[src/rtl/sbt_pkg.sv]
package sbt_pkg;
  typedef enum logic [2:0] {
    B_IDLE = 3'd0, B_ACTVG = 3'd1, B_ACTIVE = 3'd2, B_READ = 3'd3,
    B_WRITE = 3'd4, B_RD_AP = 3'd5, B_WR_AP = 3'd6, B_PRECH = 3'd7
  } bank_st_e;

  typedef enum logic [1:0] {
    D_NORM = 2'd0, D_REFRESH = 2'd1, D_MODE = 2'd2, D_PREALL = 2'd3
  } dev_st_e;

  typedef enum logic [3:0] {
    C_INH, C_NOP, C_ACT, C_RD, C_WR, C_BST, C_PRE, C_REF, C_LMR
  } cmd_e;
endpackage

[src/rtl/sbt_cmd_decode.sv]
module sbt_cmd_decode
  import sbt_pkg::*;
(
  input  logic cs_n_i,
  input  logic ras_n_i,
  input  logic cas_n_i,
  input  logic we_n_i,
  output cmd_e cmd_o
);
  always_comb begin
    if (cs_n_i) cmd_o = C_INH;
    else begin
      unique case ({ras_n_i, cas_n_i, we_n_i})
        3'b111:  cmd_o = C_NOP;
        3'b011:  cmd_o = C_ACT;
        3'b101:  cmd_o = C_RD;
        3'b100:  cmd_o = C_WR;
        3'b110:  cmd_o = C_BST;
        3'b010:  cmd_o = C_PRE;
        3'b001:  cmd_o = C_REF;
        default: cmd_o = C_LMR;
      endcase
    end
  end
endmodule

[src/rtl/sbt_bank_fsm.sv]
module sbt_bank_fsm
  import sbt_pkg::*;
#(
  parameter int unsigned TRCD  = 2,
  parameter int unsigned TRP   = 3,
  parameter int unsigned BURST = 4
) (
  input  logic     clk_i,
  input  logic     rst_ni,
  input  cmd_e     cmd_i,
  input  logic     hit_i,     // bank addressed
  input  logic     bst_hit_i, // bank holds the most recent burst
  input  logic     ap_i,
  input  logic     go_i,      // command accepted
  output bank_st_e st_o
);
  localparam int unsigned MAXT = (TRCD > TRP) ? ((TRCD > BURST) ? TRCD : BURST)
                                              : ((TRP > BURST) ? TRP : BURST);
  localparam int unsigned CW = $clog2(MAXT + 1);

  bank_st_e st_q, st_d;
  logic [CW-1:0] cnt_q, cnt_d;

  always_comb begin
    st_d  = st_q;
    cnt_d = (cnt_q != '0) ? cnt_q - 1'b1 : cnt_q;
    unique case (st_q)
      B_ACTVG, B_READ, B_WRITE: if (cnt_q == '0) st_d = B_ACTIVE;
      B_RD_AP, B_WR_AP: if (cnt_q == '0) begin
        st_d  = B_PRECH;
        cnt_d = CW'(TRP - 1);
      end
      B_PRECH: if (cnt_q == '0) st_d = B_IDLE;
      default: ;
    endcase
    if (go_i) begin
      unique case (cmd_i)
        C_ACT: if (hit_i) begin
          st_d  = B_ACTVG;
          cnt_d = CW'(TRCD - 1);
        end
        C_RD, C_WR: if (hit_i) begin
          if (cmd_i == C_RD) st_d = ap_i ? B_RD_AP : B_READ;
          else               st_d = ap_i ? B_WR_AP : B_WRITE;
          cnt_d = CW'(BURST - 1);
        end
        C_PRE: if ((ap_i || hit_i) && st_q != B_IDLE) begin
          st_d  = B_PRECH;
          cnt_d = CW'(TRP - 1);
        end
        C_BST: if (bst_hit_i) begin
          if (st_q == B_READ || st_q == B_WRITE) begin
            st_d  = B_ACTIVE;
            cnt_d = '0;
          end else if (st_q == B_RD_AP || st_q == B_WR_AP) begin
            st_d  = B_PRECH;
            cnt_d = CW'(TRP - 1);
          end
        end
        default: ;
      endcase
    end
  end

  always_ff @(posedge clk_i or negedge rst_ni) begin
    if (!rst_ni) begin
      st_q  <= B_IDLE;
      cnt_q <= '0;
    end else begin
      st_q  <= st_d;
      cnt_q <= cnt_d;
    end
  end

  assign st_o = st_q;

  assert_act_wait_R2: assert property (@(posedge clk_i) disable iff (!rst_ni)
    (st_q == B_ACTIVE && $past(st_q) == B_ACTVG) |-> $past(cnt_q) == '0);

  assert_pre_wait_R5: assert property (@(posedge clk_i) disable iff (!rst_ni)
    (st_q == B_IDLE && $past(st_q) == B_PRECH) |-> $past(cnt_q) == '0);

  assert_ap_to_prech_R4: assert property (@(posedge clk_i) disable iff (!rst_ni)
    ($past(st_q) inside {B_RD_AP, B_WR_AP} && !(st_q inside {B_RD_AP, B_WR_AP}))
      |-> st_q == B_PRECH);
endmodule

[src/rtl/sbt_dev_fsm.sv]
module sbt_dev_fsm
  import sbt_pkg::*;
#(
  parameter int unsigned TRP  = 3,
  parameter int unsigned TRC  = 6,
  parameter int unsigned TMRD = 2
) (
  input  logic    clk_i,
  input  logic    rst_ni,
  input  cmd_e    cmd_i,
  input  logic    ap_i,
  input  logic    go_i,
  output dev_st_e st_o
);
  localparam int unsigned MAXT = (TRC > TRP) ? ((TRC > TMRD) ? TRC : TMRD)
                                             : ((TRP > TMRD) ? TRP : TMRD);
  localparam int unsigned CW = $clog2(MAXT + 1);

  dev_st_e st_q, st_d;
  logic [CW-1:0] cnt_q, cnt_d;

  always_comb begin
    st_d  = st_q;
    cnt_d = (cnt_q != '0) ? cnt_q - 1'b1 : cnt_q;
    if (st_q != D_NORM && cnt_q == '0) st_d = D_NORM;
    if (go_i) begin
      if (cmd_i == C_REF) begin
        st_d  = D_REFRESH;
        cnt_d = CW'(TRC - 1);
      end else if (cmd_i == C_LMR) begin
        st_d  = D_MODE;
        cnt_d = CW'(TMRD - 1);
      end else if (cmd_i == C_PRE && ap_i) begin
        st_d  = D_PREALL;
        cnt_d = CW'(TRP - 1);
      end
    end
  end

  always_ff @(posedge clk_i or negedge rst_ni) begin
    if (!rst_ni) begin
      st_q  <= D_NORM;
      cnt_q <= '0;
    end else begin
      st_q  <= st_d;
      cnt_q <= cnt_d;
    end
  end

  assign st_o = st_q;

  assert_busy_blocks_R8: assert property (@(posedge clk_i) disable iff (!rst_ni)
    ($past(st_q) != D_NORM && $past(cnt_q) != '0) |-> st_q == $past(st_q));
endmodule

[src/rtl/sdram_bank_tracker.sv]
module sdram_bank_tracker
  import sbt_pkg::*;
#(
  parameter int unsigned NBANK = 4,
  parameter int unsigned TRCD  = 2,
  parameter int unsigned TRP   = 3,
  parameter int unsigned TRC   = 6,
  parameter int unsigned TMRD  = 2,
  parameter int unsigned BURST = 4,
  localparam int unsigned BA_W = $clog2(NBANK)
) (
  input  logic               clk_i,
  input  logic               rst_ni,
  input  logic               cs_n_i,
  input  logic               ras_n_i,
  input  logic               cas_n_i,
  input  logic               we_n_i,
  input  logic [BA_W-1:0]    bank_i,
  input  logic               ap_i,
  output logic [3*NBANK-1:0] bank_state_o,
  output logic [1:0]         dev_state_o,
  output logic               illegal_o
);
  cmd_e            cmd;
  dev_st_e         dev_st;
  bank_st_e        st [NBANK];
  bank_st_e        sel_st;
  logic [NBANK-1:0] idle_v, pre_ok_v;
  logic [BA_W-1:0] last_q;
  logic            legal, go, ill_q;

  sbt_cmd_decode u_dec (
    .cs_n_i (cs_n_i), .ras_n_i(ras_n_i), .cas_n_i(cas_n_i), .we_n_i(we_n_i),
    .cmd_o  (cmd)
  );

  for (genvar g = 0; g < NBANK; g++) begin : g_bank
    sbt_bank_fsm #(.TRCD(TRCD), .TRP(TRP), .BURST(BURST)) u_bank (
      .clk_i    (clk_i),
      .rst_ni   (rst_ni),
      .cmd_i    (cmd),
      .hit_i    (bank_i == BA_W'(g)),
      .bst_hit_i(last_q == BA_W'(g)),
      .ap_i     (ap_i),
      .go_i     (go),
      .st_o     (st[g])
    );
    assign idle_v[g]   = (st[g] == B_IDLE);
    assign pre_ok_v[g] = st[g] inside {B_IDLE, B_ACTIVE, B_READ, B_WRITE};
    assign bank_state_o[3*g +: 3] = st[g];
  end

  sbt_dev_fsm #(.TRP(TRP), .TRC(TRC), .TMRD(TMRD)) u_dev (
    .clk_i (clk_i), .rst_ni(rst_ni), .cmd_i(cmd), .ap_i(ap_i), .go_i(go),
    .st_o  (dev_st)
  );

  assign sel_st = st[bank_i];

  always_comb begin
    unique case (cmd)
      C_INH, C_NOP, C_BST: legal = 1'b1;
      C_ACT:               legal = (sel_st == B_IDLE);
      C_RD, C_WR:          legal = sel_st inside {B_ACTIVE, B_READ, B_WRITE};
      C_PRE:               legal = ap_i ? (&pre_ok_v)
                                        : (sel_st inside {B_IDLE, B_ACTIVE, B_READ, B_WRITE});
      default:             legal = &idle_v; // refresh, mode load
    endcase
    if (dev_st != D_NORM && !(cmd inside {C_INH, C_NOP})) legal = 1'b0;
  end

  assign go = legal && !(cmd inside {C_INH, C_NOP});

  always_ff @(posedge clk_i or negedge rst_ni) begin
    if (!rst_ni) begin
      ill_q  <= 1'b0;
      last_q <= '0;
    end else begin
      ill_q <= !legal;
      if (go && (cmd == C_RD || cmd == C_WR)) last_q <= bank_i;
    end
  end

  assign illegal_o   = ill_q;
  assign dev_state_o = dev_st;

  assert_ref_needs_idle_R7: assert property (@(posedge clk_i) disable iff (!rst_ni)
    (dev_st inside {D_REFRESH, D_MODE} && $past(dev_st) == D_NORM) |-> $past(&idle_v));

  assert_dev_busy_idle_R7: assert property (@(posedge clk_i) disable iff (!rst_ni)
    (dev_st inside {D_REFRESH, D_MODE}) |-> &idle_v);

  assert_flag_pulse_R10: assert property (@(posedge clk_i) disable iff (!rst_ni)
    (illegal_o && $past(dev_st) == D_NORM && $past(cmd) == C_ACT)
      |-> $past(sel_st) != B_IDLE);
endmodule

[config.mk]
export PLATFORM = sky130hd
export DESIGN_NAME = sdram_bank_tracker
export DESIGN_NICKNAME = d
export VERILOG_FILES = /design/src/rtl/sbt_pkg.sv /design/src/rtl/sbt_cmd_decode.sv /design/src/rtl/sbt_bank_fsm.sv /design/src/rtl/sbt_dev_fsm.sv /design/src/rtl/sdram_bank_tracker.sv
export SDC_FILE = /design/constraint.sdc
export NUM_CORES = 1
export LEC_CHECK = 0
export ABC_CLOCK_PERIOD_IN_PS = 3400
export BUFFER_PORTS_ARGS = -buffer_cell sky130_fd_sc_hd__buf_4
export CORE_ASPECT_RATIO = 0.7
export CORE_MARGIN = 5
export CORE_UTILIZATION = 40
export CTS_CLUSTER_SIZE = 25
export DETAILED_ROUTE_END_ITERATION = 10
export PLACE_DENSITY = 0.6
export SYNTH_ARGS = -nofsm -noshare
export SYNTH_HDL_FRONTEND = slang
export SYNTH_SLANG_ARGS = --single-unit
[constraint.sdc]
create_clock -name clk_i -period 3.4 [get_ports clk_i]
set_clock_uncertainty 0.15 [all_clocks]
set_input_delay 0.17 -clock clk_i [delete_from_list [all_inputs] [get_ports clk_i]]
set_output_delay 0.17 -clock clk_i [all_outputs]
set_load 0.03 [all_outputs]
==> impl_metrics.py, run 1 <==
metrics = {
    "finish": {
        "final_common_cell": "nor2_1",
        "final_layout_size_suffix_gt1_share_pct": 14.8,
        "diodes": 0,
        "nets": 449,
        "fillers": 825,
        "final_cell_mix": "34 x nor2_1, 32 x o21ai_0, 32 x dfrtp_1, 31 x nand2_1",
        "syn2layout_area_growth_pct": 10.7,
    },
    "power": {
        "p_int_w": 0.00153,
        "sw_frac_of_total_pct": 46.6,
        "p_leak_nw": 1.53,
        "ir_drop_uv": 352,
        "power_density_nw_per_um2": 775,
        "power.share.clock_pct": 18.4,
        "p_sw_w": 0.00133,
        "power_frac_seq_pct": 24.7,
        "pwr-share-comb_pct": 56.9,
    },
    "cts": {
        "numCtsBuffers": 5,
        "h-tree-depth": 2,
        "cts_setup_buffers": 0,
        "clockBufferDepth": 2,
        "cts-root-buf": "clkbuf_16",
        "cts_resized": 0,
        "tritoncts": "done",
        "clock_sinks": 32,
        "cts.clk_slew.worst_paths_ns": 0.06,
        "clk-insertion-delay-late_ns": 0.28,
    },
    "critical_path": {
        "critPathKind": "register to register",
        "cp-end-kind": "register",
        "critPathMaxFanout": 15,
        "r2r_setup_slack_ns": 0.44,
        "cp.required_ns": 3.42,
        "critPathLaunchType": "register",
        "critPathArrivalTime_ns": 2.99,
    },
    "sta": {
        "clock.fmax_mhz": 337,
        "worstMarginPinSlew_ns": 0.654,
        "fin_crit_sh_pct": 87.2,
        "hold_ws_ns": 0.0668,
        "rsz0062_at_grt": "no",
        "hold_viol": 0,
        "setup_viol": 0,
        "fin_tns_setup_ns": 0,
        "slew_headroom_pct": 55.8,
        "period_minus_slack_ns": 2.96,
        "slew_violations": 0,
    },
    "die": {
        "ios": 24,
        "die_h_um": 86.4,
        "core_um2": 8010,
        "die-area_um2": 10300,
        "row_count": 27,
        "start_util_pct": 41.7,
        "die_w_um": 119,
    },
    "detailed_routing": {
        "route.antenna.remaining_nets": 0,
        "drc": 0,
        "avgRoutedWirePerCell_um": 21.0,
        "wl_met2_um": 4530,
        "drtIter0Drc": 334,
        "first_pass_iters": 7,
        "num_vias": 3405,
        "maxUsedRoutingLayer": "met4",
        "drt-total-wl_um": 11100,
        "dr_wl_met3_um": 887,
        "wl_met1_um": 5360,
        "via_per_inst": 6.46,
    },
    "yosys": {
        "synth-seq-area-share_pct": 24.0,
        "synth-seq-cells": 32,
        "yosysWarnings": 0,
        "syn_area_per_cell_um2": 7.94,
        "synthCells": 420,
        "yosys_most_used_dff": "dfrtp_1",
        "synth.distinct_cells": 65,
        "syn_nets": 444,
        "synthArstFlopShare_pct": 100,
        "syn_area_um2": 3340,
        "synth_edf_count": 0,
    },
    "global_route": {
        "grt-ovfl-total": 0,
        "grt_max_degree": 33,
        "grt_pass1_wl_um": 17400,
        "antenna_found_initial": 0,
        "track_usage_pct": 21.5,
        "grt_pass1_vias": 3148,
    },
    "placement": {
        "dp_hpwl_um": 7860,
        "io_buffer_count": 23,
        "gp_congestion": 0.961,
    },
    "job": {
        "cap_viol_max_count": 0,
    },
    "status": {
        "status": "complete, no violations",
    },
    "min_path": {
        "hp-class": "input port to register",
    },
}
## repair_timing
action	in CTS	in global routing
setup endpoints to repair	0	0
hold endpoints to repair	32	0
hold buffers	1	0
## per-layer routing
layer / vias up / global-route usage [%]
li1: 1581 / -
met1: 1635 / 31.0
met2: 162 / 31.2
met3: 27 / 5.61
met4: 0 / 6.73
met5: - / 0
## cell families after synthesis
group	share of synthesized area [%]
buf+inv	7.20
xor+xnor	1.84
mux	4.84
flops	24.0
simple gates	23.6
fa+ha+maj	5.63
compound gates	32.9
## per-stage QoR
step / instances / cell area [µm²] / setup WS (ns) / utilization [%] / power (W)
2_1_floorplan: 420 / 3340 / 0.808 / - / 0.00189
3_3_place_gp: 518 / 3520 / 0.598 / 43.9 / 0.00227
3_5_place_dp: 518 / 3520 / 0.539 / 43.9 / 0.00231
4_1_cts: 527 / 3690 / 0.521 / 46.1 / 0.00284
5_1_grt: 527 / 3690 / 0.327 / 46.1 / 0.00306
6_report: 527 / 3690 / 0.436 / 46.1 / 0.00286
## critical path, cell delays in order, from the launching register on
cell and delay, ns:
dfrtp_1 0.52, mux4_2 0.55, mux2i_1 0.14, nor3_1 0.35, a311o_2 0.41, nand2_1 0.45, o22ai_1 0.29
## flip-flops by register name, indices dropped and copies added, names as in the netlist
register             cells
u_dev.cnt_q              3
illegal_o                1
u_dev.st_o               2
g_bank.u_bank.cnt_q     12
g_bank.u_bank.st_o      12
last_q                   2
## final cells by class
cell class / count / area, µm² / share of cell area (%)
flip-flops and latches: 32 / 801 / 21.7
clock inverters: 2 / 35.0 / 0.949
well taps: 101 / 126 / 3.42
inverters: 19 / 71.3 / 1.93
clock buffers: 6 / 129 / 3.49
repair buffers: 31 / 235 / 6.37
multi-input cells: 336 / 2290 / 62.1
## worst paths after layout
| path | cells after the start | start | endpoint |
|---|---|---|---|
| setup / recovery | 6 | g_bank[0].u_bank.st_o[2] | g_bank[1].u_bank.st_o[2] |
| hold / removal | 2 | cs_n_i | illegal_o |
| setup reg to reg | 6 | g_bank[0].u_bank.st_o[2] | g_bank[1].u_bank.st_o[2] |
| hold reg to reg | 2 | g_bank[3].u_bank.cnt_q[2] | g_bank[3].u_bank.cnt_q[2] |
| max in group asynchronous | 2 | rst_ni | g_bank[1].u_bank.st_o[1] |
| min in group asynchronous | 2 | rst_ni | g_bank[3].u_bank.cnt_q[2] |
## power groups by stage
stage                     Combinational, W  Clock (W)  Sequential [W]
after floorplan                    0.00118          0        0.000702
after global placement             0.00156          0        0.000702
after detailed placement           0.00160          0        0.000705
after CTS                          0.00161   0.000528        0.000702
after global routing               0.00178   0.000544        0.000734
final                              0.00163   0.000525        0.000708
## synth_stat cells, types with 4 or more instances
cell	instances	area, µm²
a211oi_1	7	52.6
a22oi_1	10	75.1
nand2_1	31	116
a211oi_2	4	50.1
nor3_1	11	55.1
and3_1	4	25.0
inv_1	19	71.3
buf_6	5	56.3
nor2_1	34	128
o21bai_1	6	45.0
and2_1	4	25.0
clkbuf_1	22	82.6
mux2i_1	6	60.1
a21oi_1	30	150
or2_2	7	43.8
a2bb2oi_1	10	87.6
o22ai_1	4	25.0
nand3_1	7	35.0
dfrtp_1	32	801
o31ai_1	13	97.6
o21a_1	5	37.5
a21o_1	6	45.0
o21ai_0	32	160
nand2b_1	17	106
xor2_1	5	43.8
a31oi_1	7	43.8
ha_1	15	188
buf_2	6	30.0
nor2b_1	4	25.0
Power figures use the tool's default switching activity.
==> run 2, diff against run 1 <==
- MAX_ROUTING_LAYER: not set -> met4
==> run 2 against run 1 <==
  * Cell area did not move
  * Sequential cell count stayed put
  * First-iteration DRC count is 22% lower
  * Register-to-register slack gained 0.05 ns
  * Die area stayed put
  * Total power down 0.29%
  * Non-clock buffer count unchanged
  * Clock-buffer cell count stayed put
  * Sequential power is essentially flat
  * Sequential share of layout area unchanged
  * Setup slack gained 0.051 ns
  * Largest cell class unchanged
  * Highest routed layer unchanged
==> impl_metrics.py, run 2 (synthesis gave the netlist of run 1 again) <==
metrics = {
    "status": {
        "status": "complete, no violations",
    },
    "cts": {
        "clock_sinks": 32,
        "numCtsBuffers": 5,
        "cts_resized": 0,
        "cts_setup_buffers": 0,
        "cts-root-buf": "clkbuf_16",
        "tritoncts": "done",
        "clockBufferDepth": 2,
        "clk-insertion-delay-late_ns": 0.28,
        "h-tree-depth": 2,
        "cts.clk_slew.worst_paths_ns": 0.06,
    },
    "sta": {
        "slew_violations": 0,
        "setup_viol": 0,
        "fin_crit_sh_pct": 85.7,
        "period_minus_slack_ns": 2.91,
        "clock.fmax_mhz": 343,
        "layout_setup_ws_ns": 0.487,
        "rsz0062_at_grt": "no",
        "worstMarginPinSlew_ns": 0.633,
        "hold_viol": 0,
        "fin_tns_setup_ns": 0,
        "slew_headroom_pct": 57.2,
    },
    "min_path": {
        "hp-class": "input port to register",
    },
    "global_route": {
        "grt_use_met3_pct": 5.61,
        "use_met2_pct": 31.3,
        "grt-ovfl-total": 0,
        "grt_pass1_wl_um": 17400,
        "grt_pass1_vias": 3152,
        "met1_usage_pct": 30.8,
        "grt_max_degree": 33,
        "antenna_found_initial": 0,
        "grt.busiest_layer": "met2",
        "track_usage_pct": 22.1,
    },
    "finish": {
        "diodes": 0,
        "final_layout_size_suffix_gt1_share_pct": 14.8,
        "fillers": 825,
        "finalNonFillerCells": 527,
        "final_cell_mix": "34 x nor2_1, 32 x o21ai_0, 32 x dfrtp_1, 31 x nand2_1",
        "nets": 449,
        "fin_area_um2": 3690,
        "syn2layout_area_growth_pct": 10.7,
        "final_common_cell": "nor2_1",
    },
    "detailed_routing": {
        "num_vias": 3371,
        "route.antenna.remaining_nets": 0,
        "drc": 0,
        "drt-total-wl_um": 11000,
        "first_pass_iters": 5,
        "drtIter0Drc": 260,
        "avgRoutedWirePerCell_um": 20.9,
        "via_per_inst": 6.40,
    },
    "power": {
        "p_leak_nw": 1.53,
        "ir_drop_uv": 351,
        "pwr-share-comb_pct": 56.9,
        "power.share.clock_pct": 18.4,
        "sw_frac_of_total_pct": 46.4,
        "total_power_w": 0.00285,
        "p_int_w": 0.00153,
        "p_sw_w": 0.00132,
        "power_density_nw_per_um2": 773,
        "power_frac_seq_pct": 24.8,
    },
    "placement": {
        "io_buffer_count": 23,
        "post-place-ws_ns": 0.539,
        "placed_area_um2": 3520,
        "dp_hpwl_um": 7860,
        "dp_cells": 518,
        "gp_congestion": 0.979,
    },
    "critical_path": {
        "crit_family": "simple AND/OR/NAND/NOR gates",
        "cp.required_ns": 3.44,
        "path_cells": "mux4_2 -> mux2i_1 -> nor3_1 -> a311o_2 -> nand2_1 -> a22oi_1",
        "cp_slowest_cell": "mux4_2",
        "critPathArrivalTime_ns": 2.95,
        "critPathMaxFanout": 15,
        "cp-end-kind": "register",
        "critPathKind": "register to register",
        "max_stage_delay_ns": 0.55,
        "crit_buf_inv": 0,
        "critPathLaunchType": "register",
    },
    "die": {
        "die_h_um": 86.4,
        "ios": 24,
        "row_count": 27,
        "core_um2": 8010,
        "die_w_um": 119,
        "die-area_um2": 10300,
        "start_util_pct": 41.7,
    },
    "job": {
        "cap_viol_max_count": 0,
    },
}
-- run 2: cell counts in the layout (fill, tap and decap cells not counted) --
Identical to the previous run, type by type.
-- run 2: final cells by class --
| type | count | area [µm²] | share of cell area [%] |
|---|---|---|---|
| multi-input combinational | 336 | 2290 | 62.1 |
| sequential | 32 | 801 | 21.7 |
| timing repair buffer | 31 | 235 | 6.37 |
| clock buffer | 6 | 129 | 3.49 |
| tap | 101 | 126 | 3.42 |
| inverter | 19 | 71.3 | 1.93 |
| clock inverter | 2 | 35.0 | 0.949 |
-- run 2: through the flow --
| stage | hold WS (ns) | utilization [%] |
|---|---|---|
| final | 0.0657 | 46.1 |
| after global routing | 0.100 | 46.1 |
| after CTS | 0.0632 | 46.1 |
| after detailed placement | 0.00464 | 43.9 |
| after global placement | -0.000703 | 43.9 |
| after floorplan | -0.276 | - |
-- run 2: what timing repair did --
action,in CTS,in global routing
hold endpoints to repair,32,0
setup endpoints to repair,0,0
hold buffers,1,0
-- run 2: worst paths after layout --
path | slack [ns] | from | cells after the start | endpoint
max in group asynchronous | 2.53 | rst_ni | 2 | g_bank[1].u_bank.cnt_q[2]
max | 0.49 | g_bank[0].u_bank.st_o[2] | 6 | g_bank[1].u_bank.st_o[0]
min reg2reg | 0.45 | g_bank[3].u_bank.cnt_q[2] | 2 | g_bank[3].u_bank.cnt_q[2]
min in group asynchronous | 0.23 | rst_ni | 2 | g_bank[3].u_bank.cnt_q[2]
max reg2reg | 0.49 | g_bank[0].u_bank.st_o[2] | 6 | g_bank[1].u_bank.st_o[0]
min | 0.07 | cs_n_i | 2 | illegal_o
-- run 2: power by group through the flow --
stage	logic, W	registers, W	clock network, W
after floorplan	0.00118	0.000702	0
final	0.00162	0.000707	0.000524
after CTS	0.00161	0.000702	0.000528
after detailed placement	0.00160	0.000705	0
after global placement	0.00156	0.000702	0
after global routing	0.00178	0.000734	0.000544
-- run 2: per-layer routing --
layer	wire length, µm	up-vias
li1	-	1573
met1	5190	1598
met2	4520	167
met3	1000	33
met4	308	0
met5	0	-
